[src/rtl/cfgw_pkg.sv]
package cfgw_pkg;
  localparam int BYTE_W = 8;
  localparam int SEL_W  = 2;

  localparam logic [BYTE_W-1:0] SETUP_POR = 8'h82;
  localparam logic [BYTE_W-1:0] CFG_POR   = 8'h01;

  // setup field positions
  localparam int SU_MON  = 0;
  localparam int SU_KEEP = 1;
  localparam int SU_BIP  = 2;
  localparam int SU_TAG  = 7;
  // configuration field positions
  localparam int CF_SE   = 0;
  localparam int CF_LIM  = 1;

  typedef enum logic [1:0] {
    BK_NONE,
    BK_SETUP,
    BK_CONFIG,
    BK_MON
  } byte_kind_e;

  // channels covered by monitor data for a given input mode and limit
  function automatic int unsigned active_chans(input logic single_ended,
                                               input logic [SEL_W-1:0] lim,
                                               input int unsigned nch);
    int unsigned n;
    n = single_ended ? 32'(lim) + 1 : 32'(lim >> 1) + 1;
    if (n > nch) n = nch;
    return n;
  endfunction

  // stream bits that are stored for a channel count
  function automatic int unsigned live_bits(input int unsigned nact,
                                            input int unsigned tw);
    return nact * 2 * tw;
  endfunction
endpackage

[src/rtl/cfgw_classify.sv]
module cfgw_classify
  import cfgw_pkg::*;
(
  input  logic       vld,
  input  logic       term,
  input  logic       tag_bit,
  input  logic       win_open,
  output byte_kind_e kind
);
  always_comb begin
    if (!vld || term)  kind = BK_NONE;
    else if (win_open) kind = BK_MON;
    else if (tag_bit)  kind = BK_SETUP;
    else               kind = BK_CONFIG;
  end
endmodule

[src/rtl/cfgw_window.sv]
module cfgw_window #(
  parameter int MAXB  = 13,
  parameter int IDX_W = 4
) (
  input  logic             clk,
  input  logic             rst_n,
  input  logic             open_req,
  input  logic             term,
  input  logic             mon_byte,
  output logic             win_open,
  output logic [IDX_W-1:0] win_idx
);
  localparam logic [IDX_W-1:0] LAST = IDX_W'(MAXB - 1);

  always_ff @(posedge clk or negedge rst_n) begin
    if (!rst_n) begin
      win_open <= 1'b0;
      win_idx  <= '0;
    end else if (term) begin
      win_open <= 1'b0;
      win_idx  <= '0;
    end else if (open_req) begin
      win_open <= 1'b1;
      win_idx  <= '0;
    end else if (mon_byte) begin
      if (win_idx == LAST) begin
        win_open <= 1'b0;
        win_idx  <= '0;
      end else begin
        win_idx <= win_idx + 1'b1;
      end
    end
  end
endmodule

[src/rtl/cfgw_mon_bank.sv]
module cfgw_mon_bank #(
  parameter int NCH   = 4,
  parameter int TW    = 10,
  parameter int IDX_W = 4,
  parameter int LB_W  = 7
) (
  input  logic              clk,
  input  logic              rst_n,
  input  logic              wr,
  input  logic [IDX_W-1:0]  idx,
  input  logic [7:0]        data,
  input  logic [LB_W-1:0]   live,
  output logic [7:0]        scan_delay,
  output logic [NCH*TW-1:0] lo_thr,
  output logic [NCH*TW-1:0] hi_thr
);
  localparam int SB = NCH * 2 * TW;

  // strm[p] is stream bit p, p = 0 being the first bit sent
  logic [SB-1:0] strm;

  always_ff @(posedge clk or negedge rst_n) begin
    if (!rst_n)                 scan_delay <= '0;
    else if (wr && idx == '0)   scan_delay <= data;
  end

  for (genvar p = 0; p < SB; p++) begin : g_bit
    always_ff @(posedge clk or negedge rst_n) begin
      if (!rst_n) strm[p] <= 1'b0;
      else if (wr && idx == IDX_W'(p / 8 + 1) && LB_W'(p) < live)
        strm[p] <= data[7 - (p % 8)];
    end
  end

  for (genvar k = 0; k < NCH; k++) begin : g_ch
    for (genvar i = 0; i < TW; i++) begin : g_b
      assign lo_thr[k*TW + i] = strm[k*2*TW + (TW - 1 - i)];
      assign hi_thr[k*TW + i] = strm[k*2*TW + TW + (TW - 1 - i)];
    end
  end
endmodule

[src/rtl/cfgw_top.sv]
module cfgw_top
  import cfgw_pkg::*;
#(
  parameter int NCH  = 4,
  parameter int TW   = 10,
  parameter int MAXB = 13
) (
  input  logic              clk,
  input  logic              rst_n,
  input  logic              byte_vld,
  input  logic [7:0]        byte_data,
  input  logic              xfer_end,
  output logic [7:0]        setup_q,
  output logic [7:0]        config_q,
  output logic              soft_rst,
  output logic              conv_bipolar,
  output logic [7:0]        scan_delay,
  output logic [NCH*TW-1:0] lo_thr,
  output logic [NCH*TW-1:0] hi_thr
);
  localparam int IDX_W = $clog2(MAXB + 1);
  localparam int SB    = NCH * 2 * TW;
  localparam int LB_W  = $clog2(SB + 1);

  byte_kind_e       kind;
  logic             win_open;
  logic [IDX_W-1:0] win_idx;
  logic             setup_wr, cfg_wr, mon_wr, open_req;
  logic [LB_W-1:0]  live;

  cfgw_classify u_cls (
    .vld      (byte_vld),
    .term     (xfer_end),
    .tag_bit  (byte_data[SU_TAG]),
    .win_open (win_open),
    .kind     (kind)
  );

  assign setup_wr = (kind == BK_SETUP);
  assign cfg_wr   = (kind == BK_CONFIG);
  assign mon_wr   = (kind == BK_MON);
  assign open_req = setup_wr && byte_data[SU_MON];

  always_ff @(posedge clk or negedge rst_n) begin
    if (!rst_n) begin
      setup_q  <= SETUP_POR;
      config_q <= CFG_POR;
      soft_rst <= 1'b0;
    end else begin
      soft_rst <= 1'b0;
      if (setup_wr) begin
        setup_q <= byte_data;
        if (!byte_data[SU_KEEP]) begin
          config_q <= CFG_POR;
          soft_rst <= 1'b1;
        end
      end else if (cfg_wr) begin
        config_q <= byte_data;
      end
    end
  end

  assign live = LB_W'(live_bits(active_chans(config_q[CF_SE],
                                             config_q[CF_LIM +: SEL_W],
                                             NCH), TW));

  assign conv_bipolar = setup_q[SU_BIP] && !config_q[CF_SE];

  cfgw_window #(.MAXB(MAXB), .IDX_W(IDX_W)) u_win (
    .clk      (clk),
    .rst_n    (rst_n),
    .open_req (open_req),
    .term     (xfer_end),
    .mon_byte (mon_wr),
    .win_open (win_open),
    .win_idx  (win_idx)
  );

  cfgw_mon_bank #(.NCH(NCH), .TW(TW), .IDX_W(IDX_W), .LB_W(LB_W)) u_bank (
    .clk        (clk),
    .rst_n      (rst_n),
    .wr         (mon_wr),
    .idx        (win_idx),
    .data       (byte_data),
    .live       (live),
    .scan_delay (scan_delay),
    .lo_thr     (lo_thr),
    .hi_thr     (hi_thr)
  );
endmodule

[config.mk]
export PLATFORM = sky130hd
export DESIGN_NAME = cfgw_top
export DESIGN_NICKNAME = d
export VERILOG_FILES = /design/src/rtl/cfgw_pkg.sv /design/src/rtl/cfgw_classify.sv /design/src/rtl/cfgw_window.sv /design/src/rtl/cfgw_mon_bank.sv /design/src/rtl/cfgw_top.sv
export SDC_FILE = /design/constraint.sdc
export NUM_CORES = 1
export LEC_CHECK = 0
export ABC_AREA = 1
export BUFFER_PORTS_ARGS = -buffer_cell sky130_fd_sc_hd__buf_2
export CAP_MARGIN = 20
export CORE_ASPECT_RATIO = 2
export CORE_MARGIN = 2
export CORE_UTILIZATION = 57
export DETAILED_ROUTE_END_ITERATION = 16
export PLACE_DENSITY = 0.85
export SYNTH_ARGS = -nofsm -noshare
export SYNTH_HDL_FRONTEND = slang
export SYNTH_SLANG_ARGS = --single-unit
[constraint.sdc]
create_clock -name clk -period 3.8 [get_ports clk]
set_clock_uncertainty 0.05 [all_clocks]
set_input_delay 0.76 -clock clk [delete_from_list [all_inputs] [get_ports clk]]
set_output_delay 0.76 -clock clk [all_outputs]
set_load 0.02 [all_outputs]
# Word level (Yosys, flattened, before mapping)
# Index checks and enable logic that the tools add are counted.
[classes]
n_eq_ne = 15
n_bitwise = 0
mul = 1
reduce_logical = 102
shift = 0
magnitude_cmp = 81
add_sub_neg = 3
div_mod_pow = 0
mux = 18
[ops]
columns = ["operator", "n"]
rows = [
  ["$lt A6 B7 Y1 const A", 32],
  ["$lt A5 B7 Y1 const A", 16],
  ["$lt A7 B7 Y1 const A", 16],
  ["$logic_and A1 B1 Y1", 93],
  ["$lt A4 B7 Y1 const A", 8],
  ["$mul A31 B3 Y5 const B", 1],
  ["$lt A3 B7 Y1 const A", 4],
  ["$mux W8", 3],
  ["$eq A4 B3 Y1 const B", 4],
  ["$eq A4 B4 Y1 const B", 4],
  ["$mux W4", 4],
  ["$lt A1 B7 Y1 const A", 2],
  ["$lt A2 B7 Y1 const A", 2],
  ["$eq A4 B2 Y1 const B", 2],
  ["$mux W1", 6],
  ["$mux W2", 3],
  ["$mux W3", 2],
  ["$reduce_bool A3 Y1", 2],
  ["$add A4 B1 Y4 const B", 1],
  ["$eq A2 B2 Y1 const B", 2],
  ["$eq A4 B1 Y1 const B", 1],
  ["$logic_not A4 Y1", 1],
  ["$reduce_and A2 Y1", 2],
  ["$add A2 B1 Y3 const B", 1],
  ["other kinds (7)", 8],
]
[totals]
ramBits = 0
n_memories = 0
rom_bits = 0
wordCells = 306
output_inout_bits = 106
latch_bits = 0
ff_bits = 110

# Depth between registers and ports, before layout
# Gate-level depths: netlist of the first run.
[depth]
depth_word = 7
ltp_mapped = 9
mapped_depth_nobuf = 8

# Cells and area by module
# A second synthesis of the first run with hierarchy kept.
[hier_totals]
cells_unflattened = 725
area_unflattened_um2 = 5585.4
[by_module_without_submodules]
columns = ["mod", "seq_area_each_um2", "n_inst", "area_per_inst_um2", "cells_each"]
rows = [
  ["cfgw_mon_bank", 2202.1, 1, 4475.5, 594],
  ["cfgw_top", 429.2, 1, 803.3, 91],
  ["cfgw_window", 125.1, 1, 277.8, 33],
  ["cfgw_classify", 0.0, 1, 28.8, 7],
]

# Least setup slack after synthesis of the first run
# No wires, ideal clock.
[synth_path]
kind = "input-to-reg"
start = "input xfer_end"
end = "register u_bank.strm[59] (netlist: u_bank.hi_thr[20])"
t_required_ps = 3633
setup_ps = 117
path_slack_ps = 1992
path_buffers = 0
t_arrival_ps = 1641
path_stages = 8
path_cell_list = "inv_2 nand2_4 inv_2 nand2_4 nor3_4 nand2_1 nand2_1 nand2_1"
[synth_via]
elab_chain_cells = 5
[synth_lines]
columns = ["item", "line_no", "source"]
rows = [
  ["start, declared", "cfgw_top.sv:12", "input logic xfer_end,"],
  ["$logic_or A1 B1 Y1", "cfgw_classify.sv:11", "if (!vld || term) kind = BK_NONE;"],
  ["$mux W2", "cfgw_classify.sv:11", ""],
  ["$eq A2 B2 Y1", "cfgw_top.sv:41", "assign mon_wr = (kind == BK_MON);"],
  ["$logic_and A1 B1 Y1 (2 in a row)", "cfgw_mon_bank.sv:30", "else if (wr && idx == IDX_W'(p / 8 + 1) && LB_W'(p) < live)"],
  ["end signal, assigned by index", "cfgw_mon_bank.sv:31", "strm[p] <= data[7 - (p % 8)];"],
  ["end, declared", "cfgw_mon_bank.sv:20", "logic [SB-1:0] strm;"],
]
# Every way passes these cells.
# A chain may end at the register's enable or synchronous reset.

# Worst setup path after layout of the first run
[layout_path]
start = "register config_q[0]"
end = "output conv_bipolar"
[layout_via]
elab_chain_cells = 2
[layout_lines]
columns = ["item", "line_no", "source"]
rows = [
  ["start, declared", "cfgw_top.sv:14", "output logic [7:0] config_q,"],
  ["start signal, assigned", "cfgw_top.sv:58", "config_q <= byte_data;"],
  ["$logic_not A1 Y1", "cfgw_top.sv:67", "assign conv_bipolar = setup_q[SU_BIP] && !config_q[CF_SE];"],
  ["$logic_and A1 B1 Y1", "cfgw_top.sv:67", ""],
  ["end, declared", "cfgw_top.sv:16", "output logic conv_bipolar,"],
]
# Every way passes these cells.

==> metrics list, run 1 <==
* Reg area: about 2800 um2
* Worst Setup End Kind: output pin
* Cell type with the largest total area after synthesis: dfrtp_1
- Synthesized net count: 505
* Average vias per placed instance: around 5.4
* Power Dens Cells: 454 nW/um2
- Max-cap violations in this run came to 0.
- Post-synth top cells: nand2_1 (177), dfrtp_1 (107), nand3_1 (55)
* Total DRC errors in the routed layout: 0
- The clock network accounts for 34.8% of the total power.
- After clock tree synthesis, the repair step resized 0 gates.
- Setup Crit Path Kind: register to output pin
* Sort of element at the start of the critical path: register
- The number of global-route vias before repair was ~3.8k.
- Measured against its own limit, the worst slew margin works out to 53.4%.
- Of the total power, registers draw roughly half.
- For the worst setup path, the data arrival time is about 1200 ps.
* Clock-pin slew on the worst setup and hold paths: 70 ps
- Final-report setup violation count: 0
* Most common cell in the synthesized netlist: nand2_1
- Num CTS Buffers: 9
- Total chip power: between 0.002 and 0.003 W
* Detailed-placement wirelength estimate: 8.56 mm
- By area the synthesized netlist is led by dfrtp_1 (57%), nand2_1 (14%), nand3_1 (5.8%), o21ai_2 (3.0%), o21ai_0 (2.3%).
* Post-synthesis sequential area ratio: 58.3%
- Met1 demand-to-capacity share in global routing: 32.6%
- Area enclosed by the die boundary: between 9000 and 10000 um2
- Setup TNS Final: 0 ps
- In this run the static leakage power is 3.21 nW.
* Routability-driven placement congestion ratio: 0.949
* Combined area of the multi-input logic cells: 1740 um2
- Timing would allow up to 0.509 GHz.
- TritonCTS built the clock tree.
* Flop and latch count out of synthesis: 110
- On the final layout, the worst hold slack is 225 ps.
* Final slew viol count: 0
- The top cell type by area accounts for 56.6% of the synthesized area.
- Met2 layer usage reported by global route: between 40 and 50%
* Wire length of the first global-routing pass: about 19 mm
* Shortest period the worst path allows: 1960 ps
- Counting distinct cell types in the post-synthesis netlist gives 31.
- Counting flops with a built-in enable in the synthesized netlist gives 0.
- Highest net fanout along the worst path: 7
- Result of the run: completed
- Proportion of synthesized flip-flops having asynchronous set or reset: 100%
- Actual slew at the worst max-slew pin: roughly 690 ps
- Sw Ratio: 28.2%
- Layout Cell Area excl Fill: 5640 um2
- P_int: 0.00184 W
- The tree is rooted in a clkbuf_16.
- Across the VDD grid, the largest voltage drop is 0.537 mV.
* Number of buffers inserted to repair setup after CTS: 0
* Antenna fix cells: 0
- For the worst setup path, the data required time is 2990 ps.
* Grt peak-use layer: met2
- Setup repair after global routing left no endpoint under its margin.
- Clock insertion delay at the later pin of the skew report: 340 ps
- The count of nets left with antenna violations once routing finished came out at 0.
- Of the available clock period, the critical path in the final layout requires 51.7%.
* Ratio of cells with drive above 1 in the final layout: 31.2%
* Number of primary I/O pins: 118
* Met3 demand-to-capacity share in global routing: 4.68%
- The clock passes through at most 2 buffers.
- CTS built an H-tree with a depth of 3.
- Post-synthesis cell area: 4730 um2
* Die height: between 100 and 150 um
* Count of fill cells added during filler insertion: 666
- For this run, the share of the core covered by cells in the final layout is 68.9%.
- Final-stage net count: 617
- Synthesis produced 488 cells.
- Routed wire length per instance: 16.8 um
* Most common flop cell mapped by yosys: dfrtp_1
- The area growth from synthesis to layout is 19.2%.
* DIE WIDTH: 68.4 um
- Global routing used 27.9% of the available tracks across all layers.
- Final WL: 11.8 mm
- Switching component of the power: between 0.0007 and 0.0008 W
* Port bufs: 117
- Total congestion overflow after global routing: 0
* Share of total power in combinational logic: 15.1%
- After detailed placement, the total cell area comes to 5320 um2.
* Floorplan Core Area: 8170 um2
- CTS saw 110 sinks.
- In this run, post-CTS hold repair placed 0 buffers.
* Overall via count from detail_route: 3821
- After the first detailed-routing iteration, the DRC count stood at 250.
- The worst hold path belongs to the class input port to asynchronous set/reset pin.
* Pin count of the biggest net entering global routing: 90
* Number of antenna violations at the first check in global routing: 0
- Each instance of the synthesized netlist takes up on average between 9 and 10 um2.
- The initial utilization of the core area, before any placement, comes to ~58%.
- FP Rows: 47
- Count of warnings emitted by yosys: 0
* Final hold violation count: 0
- TritonRoute pass-1 iters: 4
==> power by group through the flow <==
stage,clock (W),sequential (W),combinational [W]
finish,0.000893,0.00128,0.000386
global route,0.000939,0.00129,0.000419
CTS,0.000906,0.00128,0.000384
detailed placement,0,0.00130,0.000382
global placement,0,0.00130,0.000371
floorplan,0,0.00138,0.000174
==> cell type report <==
cell class                      count  share of cell area (%)
Inverter                           29                    1.93
Sequential cell                   110                    48.9
Tap cell                           98                    2.18
Multi-Input combinational cell    331                    30.8
Timing Repair Buffer              119                    11.1
Clock inverter                      3                   0.311
Clock buffer                       13                    4.80
==> state kept, by name, indices dropped and copies added, names as in the netlist <==
signal	flops
u_win.win_open	1
u_win.win_idx	4
config_q	8
setup_q	8
u_bank.lo_thr	40
u_bank.hi_thr	40
u_bank.scan_delay	8
soft_rst	1
==> layout by cell type, fill, tap and decap left out, types with 2 or more instances in the layout <==
cell and instances:
buf_2 116, o21ai_0 22, nand3_1 55, inv_2 5
ha_1 5, nand2_1 177, clkinv_2 2, nand4_1 2
o21ai_2 16, or2_2 2, clkbuf_16 9, inv_1 24
o21ai_1 10, nand2_4 9, buf_4 2, dfrtp_1 107
nor2_4 3, nor2_1 9, nor3_4 6, clkbuf_8 3
nand3_4 2, nand2_2 5, dfstp_2 3
==> through the flow <==
step	worst slack, ps	cells
global placement	1640	686
CTS	1830	702
detailed placement	1580	686
global route	1660	703
finish	1840	703
floorplan	1990	488
==> cells by family (layout without fill, tap and decap cells) <==
| kind of cell | count (synthesis) | in the layout | synth area share, % |
|---|---|---|---|
| AOI/OAI and AO/OA | 51 | 51 | 6.93 |
| adders and majority gates | 5 | 5 | 1.32 |
| buffers and inverters | 47 | 164 | 4.95 |
| and+or+nand+nor | 275 | 275 | 28.5 |
| DFF | 110 | 110 | 58.3 |
==> final timing paths <==
| path | from | to | slack, ps | cells past startpoint |
|---|---|---|---|---|
| hold reg to reg | u_bank.hi_thr[15] | u_bank.hi_thr[15] | 420 | 2 |
| setup reg to reg | config_q[2] | u_bank.hi_thr[5] | 1880 | 8 |
| min in group clk | u_bank.hi_thr[15] | u_bank.hi_thr[15] | 420 | 2 |
| max in group asynchronous | rst_n | u_bank.hi_thr[29] | 2510 | 3 |
| hold / removal | rst_n | u_bank.lo_thr[33] | 230 | 1 |
| setup / recovery | config_q[0] | conv_bipolar | 1840 | 2 |
==> critical path: stages, from the launching register on <==
cell and delay, ps:
dfstp_2 600, nor2_1 60, buf_2 150
==> routing by layer <==
layer	share of wire [%]	wire, um
met1	35	4140
met2	56	6590
met3	4.3	509
met4	4.6	544
met5	0	0
Power figures use the tool's default switching activity.
==> inputs of run 2 (changes only) <==
- CORE_UTILIZATION: 57 -> 53
- PLACE_DENSITY: 0.85 -> 0.8
- clock period: 3.8 -> 2.05 ns (I/O delays scaled with it)
==> metrics list, run 2 (synthesis results as in run 1) <==
* Result of the run: completed
* Critical Path, Cell by Cell: inv_1, ha_1, inv_1, nor3_4, nand2_1, nand2_1, nand2_1
* Area delta synth->final: 20.9%
- The largest single stage delay on the critical path is 450 ps.
- Number of maximum-capacitance violations: 0
- Slowest cell on the critical path: dfrtp_1
* Setup TNS Final: 0 ps
* Commonest cells after routing, fill and taps aside: nand2_1 (177), buf_2 (116), dfrtp_1 (107)
- At the end of routability-driven placement, the weighted congestion stood at between 0.9 and 1.
- The number of global-route vias before repair came to 3677.
- Leading cell type in the layout, fill and taps excluded: nand2_1
* Leakage: 3.25 nW
* TritonRoute pass-1 iters: 5
- Setup violations remaining at the end of the flow were counted as 0.
- Number of buffers on the longest clock path: 2
* Shortest period the worst path allows: ~1800 ps
* Detailed-placement wirelength estimate: 8.98 mm
* Wire length of the first global-routing pass: 18.9 mm
- P_int: 0.00342 W
- Post-detailed-route count of antenna-violating nets: 0
* Initial Util: 54.7%
* Share of total power in combinational logic: 15.3%
- Clock insertion delay at the later pin of the skew report: 350 ps
- After detailed routing, the average wire length per cell comes to around 17 um.
- The analysis attributes to net switching a power of 0.00136 W.
- The tree is rooted in a clkbuf_16.
* Layout Cell Area excl Fill: 5710 um2
- The max-slew violation count was 0.
- Antenna fix cells: 0
- In the routed design, unresolved DRC markers number 0.
* FP Rows: 48
- Final-stage net count: 625
* Starting DRC count in detailed routing: between 300 and 400
* CTS HTree Levels: 3
* TritonCTS clock tree: built
* Placed Instances: 696
- Num CTS Buffers: 9
- After layout, the worst setup slack is 206 ps.
* Ratio of cells with drive above 1 in the final layout: 32.0%
* Overall via count from detail_route: 3766
* Clock-pin slew on the worst setup and hold paths: 70 ps
* Sort of element at the start of the critical path: register
* Highest net fanout along the worst path: 10
- Pin count of the biggest net entering global routing: 44
- DIE WIDTH: 70.8 um
* Port bufs: between 100 and 150
- Final WL: 11.9 mm
* Power Dens Cells: 837 nW/um2
* Post-detailed-placement cell area: 5410 um2
- Total congestion overflow after global routing: 0
* Actual slew at the worst max-slew pin: 437 ps
* Setup repair after global routing missed its margin: false
* Min-Delay Path Class: input port to register
- Maximum achievable frequency: 0.542 GHz
* Share of power burned in the clock network: between 30% and 40%
- The most numerous cell type found on the critical path is nand2_1.
* Number of antenna violations at the first check in global routing: 0
- Combined global-route utilization of all metal layers: between 20% and 30%
* Worst slew margin relative to its limit: 70.8%
* Max VDD drop: roughly 0.72 mV
* Relative contribution of sequential cells to total power: between 40 and 50%
- By startpoint and endpoint, the worst setup path is classified as register to register.
- For the worst setup path, the data required time is 2240 ps.
* Die height: 138 um
- Sw Ratio: 28.4%
- The die covers 9740 um2.
- Critical path arrival: 2030 ps
* Clock sinks: 110
- Final hold violation count: 0
* Average vias per placed instance: about 5.3
- In this run the count of I/O pins placed on the die edge is 118.
- The count of cells in the finished layout, fillers not included, comes to 713.
* Worst Setup End Kind: register
- Prior to clock tree synthesis, the placed netlist has a worst setup slack of ~200 ps.
- Final period utilization: 89.9%
* Floorplan Core Area: 8650 um2
* Final cell utilization of the core: 66.1%
run 2: cell types whose count changed in the layout (fill, tap and decap cells not counted), sizes merged:
cell         previous run  this run
buf                   119       126
dlygate4sd3             0         1
run 2: layout make-up:
type	instances	area, um2
clock buffers	13	270
clock inverters	3	17.5
fillers	732	2940
inverters	29	109
multi-input cells	331	1740
flip-flops and latches	110	2760
well taps	100	125
repair buffers	127	691
run 2: power groups by stage:
stage | registers (W) | clock network (W) | logic (W)
floorplan | 0.00256 | 0 | 0.000323
global placement | 0.00241 | 0 | 0.000713
detailed placement | 0.00242 | 0 | 0.000731
CTS | 0.00238 | 0.00169 | 0.000735
global route | 0.00239 | 0.00177 | 0.000793
finish | 0.00238 | 0.00167 | 0.000732
run 2: worst paths after layout:
kind / start / end / slack [ps] / cells past startpoint
worst max-delay path: u_win.win_idx[0] / u_bank.hi_thr[21] / 210 / 7
worst min-delay path: xfer_end / u_win.win_idx[3] / 330 / 4
worst max register to register: u_win.win_idx[0] / u_bank.hi_thr[21] / 210 / 7
worst min register to register: u_bank.hi_thr[6] / u_bank.hi_thr[6] / 420 / 2
max in group asynchronous: rst_n / config_q[0] / 850 / 3
min in group asynchronous: rst_n / u_bank.lo_thr[27] / 480 / 2
run 2: stage by stage:
| stage | hold slack, ps | power [W] |
|---|---|---|
| 3_3_place_gp | 315 | 0.00313 |
| 3_5_place_dp | 322 | 0.00315 |
| 6_report | 329 | 0.00478 |
| 2_1_floorplan | 64.4 | 0.00288 |
| 5_1_grt | 327 | 0.00496 |
| 4_1_cts | 318 | 0.00480 |
run 2: timing repair:
| action | CTS | global route |
|---|---|---|
| setup buffers | 0 | 0 |
| hold endpoints to repair | 27 | 0 |
| gates resized for setup | 0 | 1 |
| setup endpoints to repair | 0 | 9 |
| hold buffers | 1 | 0 |
run 2: worst max-delay path, delay by kind of cell, from the launching register on:
kind,cells,cell delay (ps)
and+or+nand+nor,4,730
DFF,1,450
buffers and inverters,2,260
adders and majority gates,1,250
run 2: metal layers:
metal  vias to the layer above  share of wire, %  GRT usage (%)
met5                         -                 0              0
met3                        18               3.5           3.95
met2                       102                58           47.4
met4                         0               2.6           11.9
met1                      1837                36           28.4
li1                       1809                 -              -
==> inputs of run 3 (changes only) <==
- ABC_AREA: 1 -> 0
- CORE_UTILIZATION: 53 -> 52
- CTS_BUF_LIST: default -> sky130_fd_sc_hd__clkbuf_16
- PLACE_DENSITY: 0.8 -> 0.79
==> metrics list, run 3 <==
- Critical Path, Cell by Cell: inv_1, ha_2, nand4b_4, nor4_4, buf_6, mux2_2
- Overall via count from detail_route: 2884
- Final-report setup violation count: 0
- TritonCTS clock tree: built
* Fin Hold WS: 57.2 ps
* Port bufs: 117
- Measured along the x axis, the die boundary spans 69.9 um.
* Detailed-placement wirelength estimate: roughly 7.5 mm
- Max VDD drop: ~0.56 mV
* Final slew viol count: 0
* Count of warnings emitted by yosys: 0
* Cell type with the largest total area after synthesis: dfrtp_1
- Number of enable flip-flop cells after synthesis: 0
- Power Dens Cells: about 800 nW/um2
* Post-synthesis cell area: 4510 um2
* Largest cells by area after synthesis: dfrtp_1 (59%), mux2_2 (23%), nand4b_4 (2.1%), dfstp_2 (1.7%), nor4_4 (1.4%)
- Hold repair after CTS inserted 0 buffers.
- Area enclosed by the die boundary: 9490 um2
- For the pin with the worst max-slew slack, the measured transition is 629 ps.
- Starting DRC count in detailed routing: 171
- Final std cells w/o fill: just over 500
- Counting the fill cells in the layout gives 671.
- Routability-driven placement finished with a final weighted congestion of 0.842.
- Critical Path RT: 2220 ps
- For this run, asynchronously set or reset flops after synthesis account for 100%.
- Final-stage net count: 430
* Number of buffers inserted to repair setup after CTS: 0
* Number of buffers on the longest clock path: 2
* Critical path arrival: 2140 ps
* Floorplan Core Area: 8530 um2
* Min-Delay Path Class: input port to asynchronous set/reset pin
- Clock-pin slew on the worst setup and hold paths: 70 ps
* Final hold violation count: 0
* Combined global-route utilization of all metal layers: approximately 23%
- Commonest cells after routing, fill and taps aside: buf_2 (116), dfrtp_1 (106), mux2_2 (94)
- Routed wire length per instance: 20.2 um
- Synthesis produced a netlist with a net count of 304.
* Worst slew margin relative to its limit: 57.9%
- Placed Instances: around 500
* Most common flop cell mapped by yosys: dfrtp_1
- The floorplan step set the die height to 136 um.
* CTS HTree Levels: 3
- Post-synth top cells: dfrtp_1 (107), mux2_2 (94), clkbuf_1 (8)
* Shortest period the worst path allows: around 2000 ps
* Result of the run: completed
- After synthesis, the netlist uses 39 different library cells.
* Num CTS Buffers: 9
- Maximum achievable frequency: 0.508 GHz
- The tool flagged a number of max-cap violations equal to 0.
* Antenna fix cells: 0
- Ratio of cells with drive above 1 in the final layout: approximately three fifths
- Compared with the post-synthesis result, the final layout area differs by 22.6%.
* Sort of element at the start of the critical path: register
- Synthesis produced a netlist whose cell count is 287.
- TritonRoute pass-1 iters: 4
- Setup repair after global routing missed its margin: true
- The worst path uses between 90% and 100% of the clock period.
- The number of global-route vias before repair was 3109.
- Highest net fanout along the worst path: 8
- Pin count of the biggest net entering global routing: 111
- Clock sinks: 110
* Total DRC errors in the routed layout: 0
- Post-detailed-route count of antenna-violating nets: 0
* Post-synthesis sequential area ratio: 61.1%
- The initial antenna violation count came to 0.
* Most common cell in the synthesized netlist: dfrtp_1
- Initial Util: a little over half
- After floorplanning, the core was divided into between 40 and 50 placement rows.
- Clock latency on the worst-skew pair, taken at its later pin, is roughly 340 ps.
- The synthesized design contains 110 register bits.
* Worst Setup End Kind: register
- The first global-routing pass estimated between 15 and 20 mm of wire.
- The library cell used most frequently in the layout, excluding fill and tap cells, is buf_2.
- In this run the count of I/O pins placed on the die edge is ~120.
- A synthesized cell averages 15.7 um2.
- For the worst flop-to-flop path, the logic depth is 6.
- In this design, the stage delay of the slowest critical-path cell is ~430 ps.
* Final WL: roughly 10 mm
- After detailed routing, the number of vias per cell comes to 5.57.
* Library cell used as clock root buffer: clkbuf_16
* Slowest cell on the critical path: dfrtp_1
* Leakage: about 3 nW
- Total congestion overflow after global routing: 0
* Yosys top cell area share: 59.3%
* Setup Crit Path Kind: register to register
## run 3: repair_timing
action / CTS / global route
cloned: 0 / 0
resized for setup: 1 / 3
setup endpoints to repair: 1 / 14
endpoints found under the hold margin: 0 / 0
pin swaps: 0 / 0
## run 3: final cells by class
type | instances | area, um2 | share of cell area [%]
clock buffers | 9 | 225 | 4.07
clock inverters | 7 | 31.3 | 0.565
inverters | 4 | 15.0 | 0.271
multi-input cells | 160 | 1680 | 30.3
flip-flops and latches | 110 | 2760 | 49.8
well taps | 100 | 125 | 2.26
repair buffers | 128 | 703 | 12.7
## run 3: worst paths after layout
kind | from | endpoint | slack (ps)
worst max register to register | u_win.win_idx[1] | u_bank.lo_thr[11] | 80
worst min-delay path | rst_n | u_bank.hi_thr[2] | 60
min in group clk | xfer_end | u_win.win_open | 300
max in group asynchronous | rst_n | u_win.win_idx[0] | 1350
worst max-delay path | u_win.win_idx[1] | u_bank.lo_thr[11] | 80
worst min register to register | config_q[7] | config_q[7] | 440
## run 3: per-layer routing
layer / part of all wire (%) / track usage, %
met1: 37 / 26.7
met2: 54 / 39.5
met3: 4.6 / 4.69
met4: 4.1 / 12.0
met5: 0 / 0
## run 3: cell families (layout without fill, tap and decap cells)
| logic type | after synthesis | in the layout | share of synthesized area [%] |
|---|---|---|---|
| buffers and inverters | 17 | 148 | 1.83 |
| DFF | 110 | 110 | 61.1 |
| muxes | 96 | 96 | 23.9 |
| AOI/OAI and AO/OA | 17 | 17 | 2.69 |
| adders and majority gates | 5 | 5 | 1.39 |
| and+or+nand+nor | 42 | 42 | 9.12 |
## run 3: critical path, delay by kind of cell (launching register included)
kind,cells,cell delay (ps)
fa+ha+maj,1,250
buf+inv,2,290
flops,1,430
mux,1,340
simple gates,2,480
## run 3: stage by stage
| stage | area, um2 | total power (W) | setup slack (ps) | util, % | TNS, ps |
|---|---|---|---|---|---|
| floorplan | 4510 | 0.00269 | 95.6 | - | 0 |
| global placement | 5270 | 0.00291 | 125 | 61.8 | 0 |
| detailed placement | 5270 | 0.00293 | 21.8 | 61.8 | 0 |
| CTS | 5530 | 0.00445 | 51.8 | 64.8 | 0 |
| global route | 5540 | 0.00458 | -9.80 | 64.9 | -17.2 |
| finish | 5540 | 0.00441 | 79.7 | 64.9 | 0 |
## run 3: report_power, final
part	internal (W)	leakage, nW	switching, W	total [W]
Combinational	0.000187	1.41	0.000351	0.000538
Sequential	0.00228	1.49	0.0000650	0.00234
Clock	0.000804	0.129	0.000728	0.00153
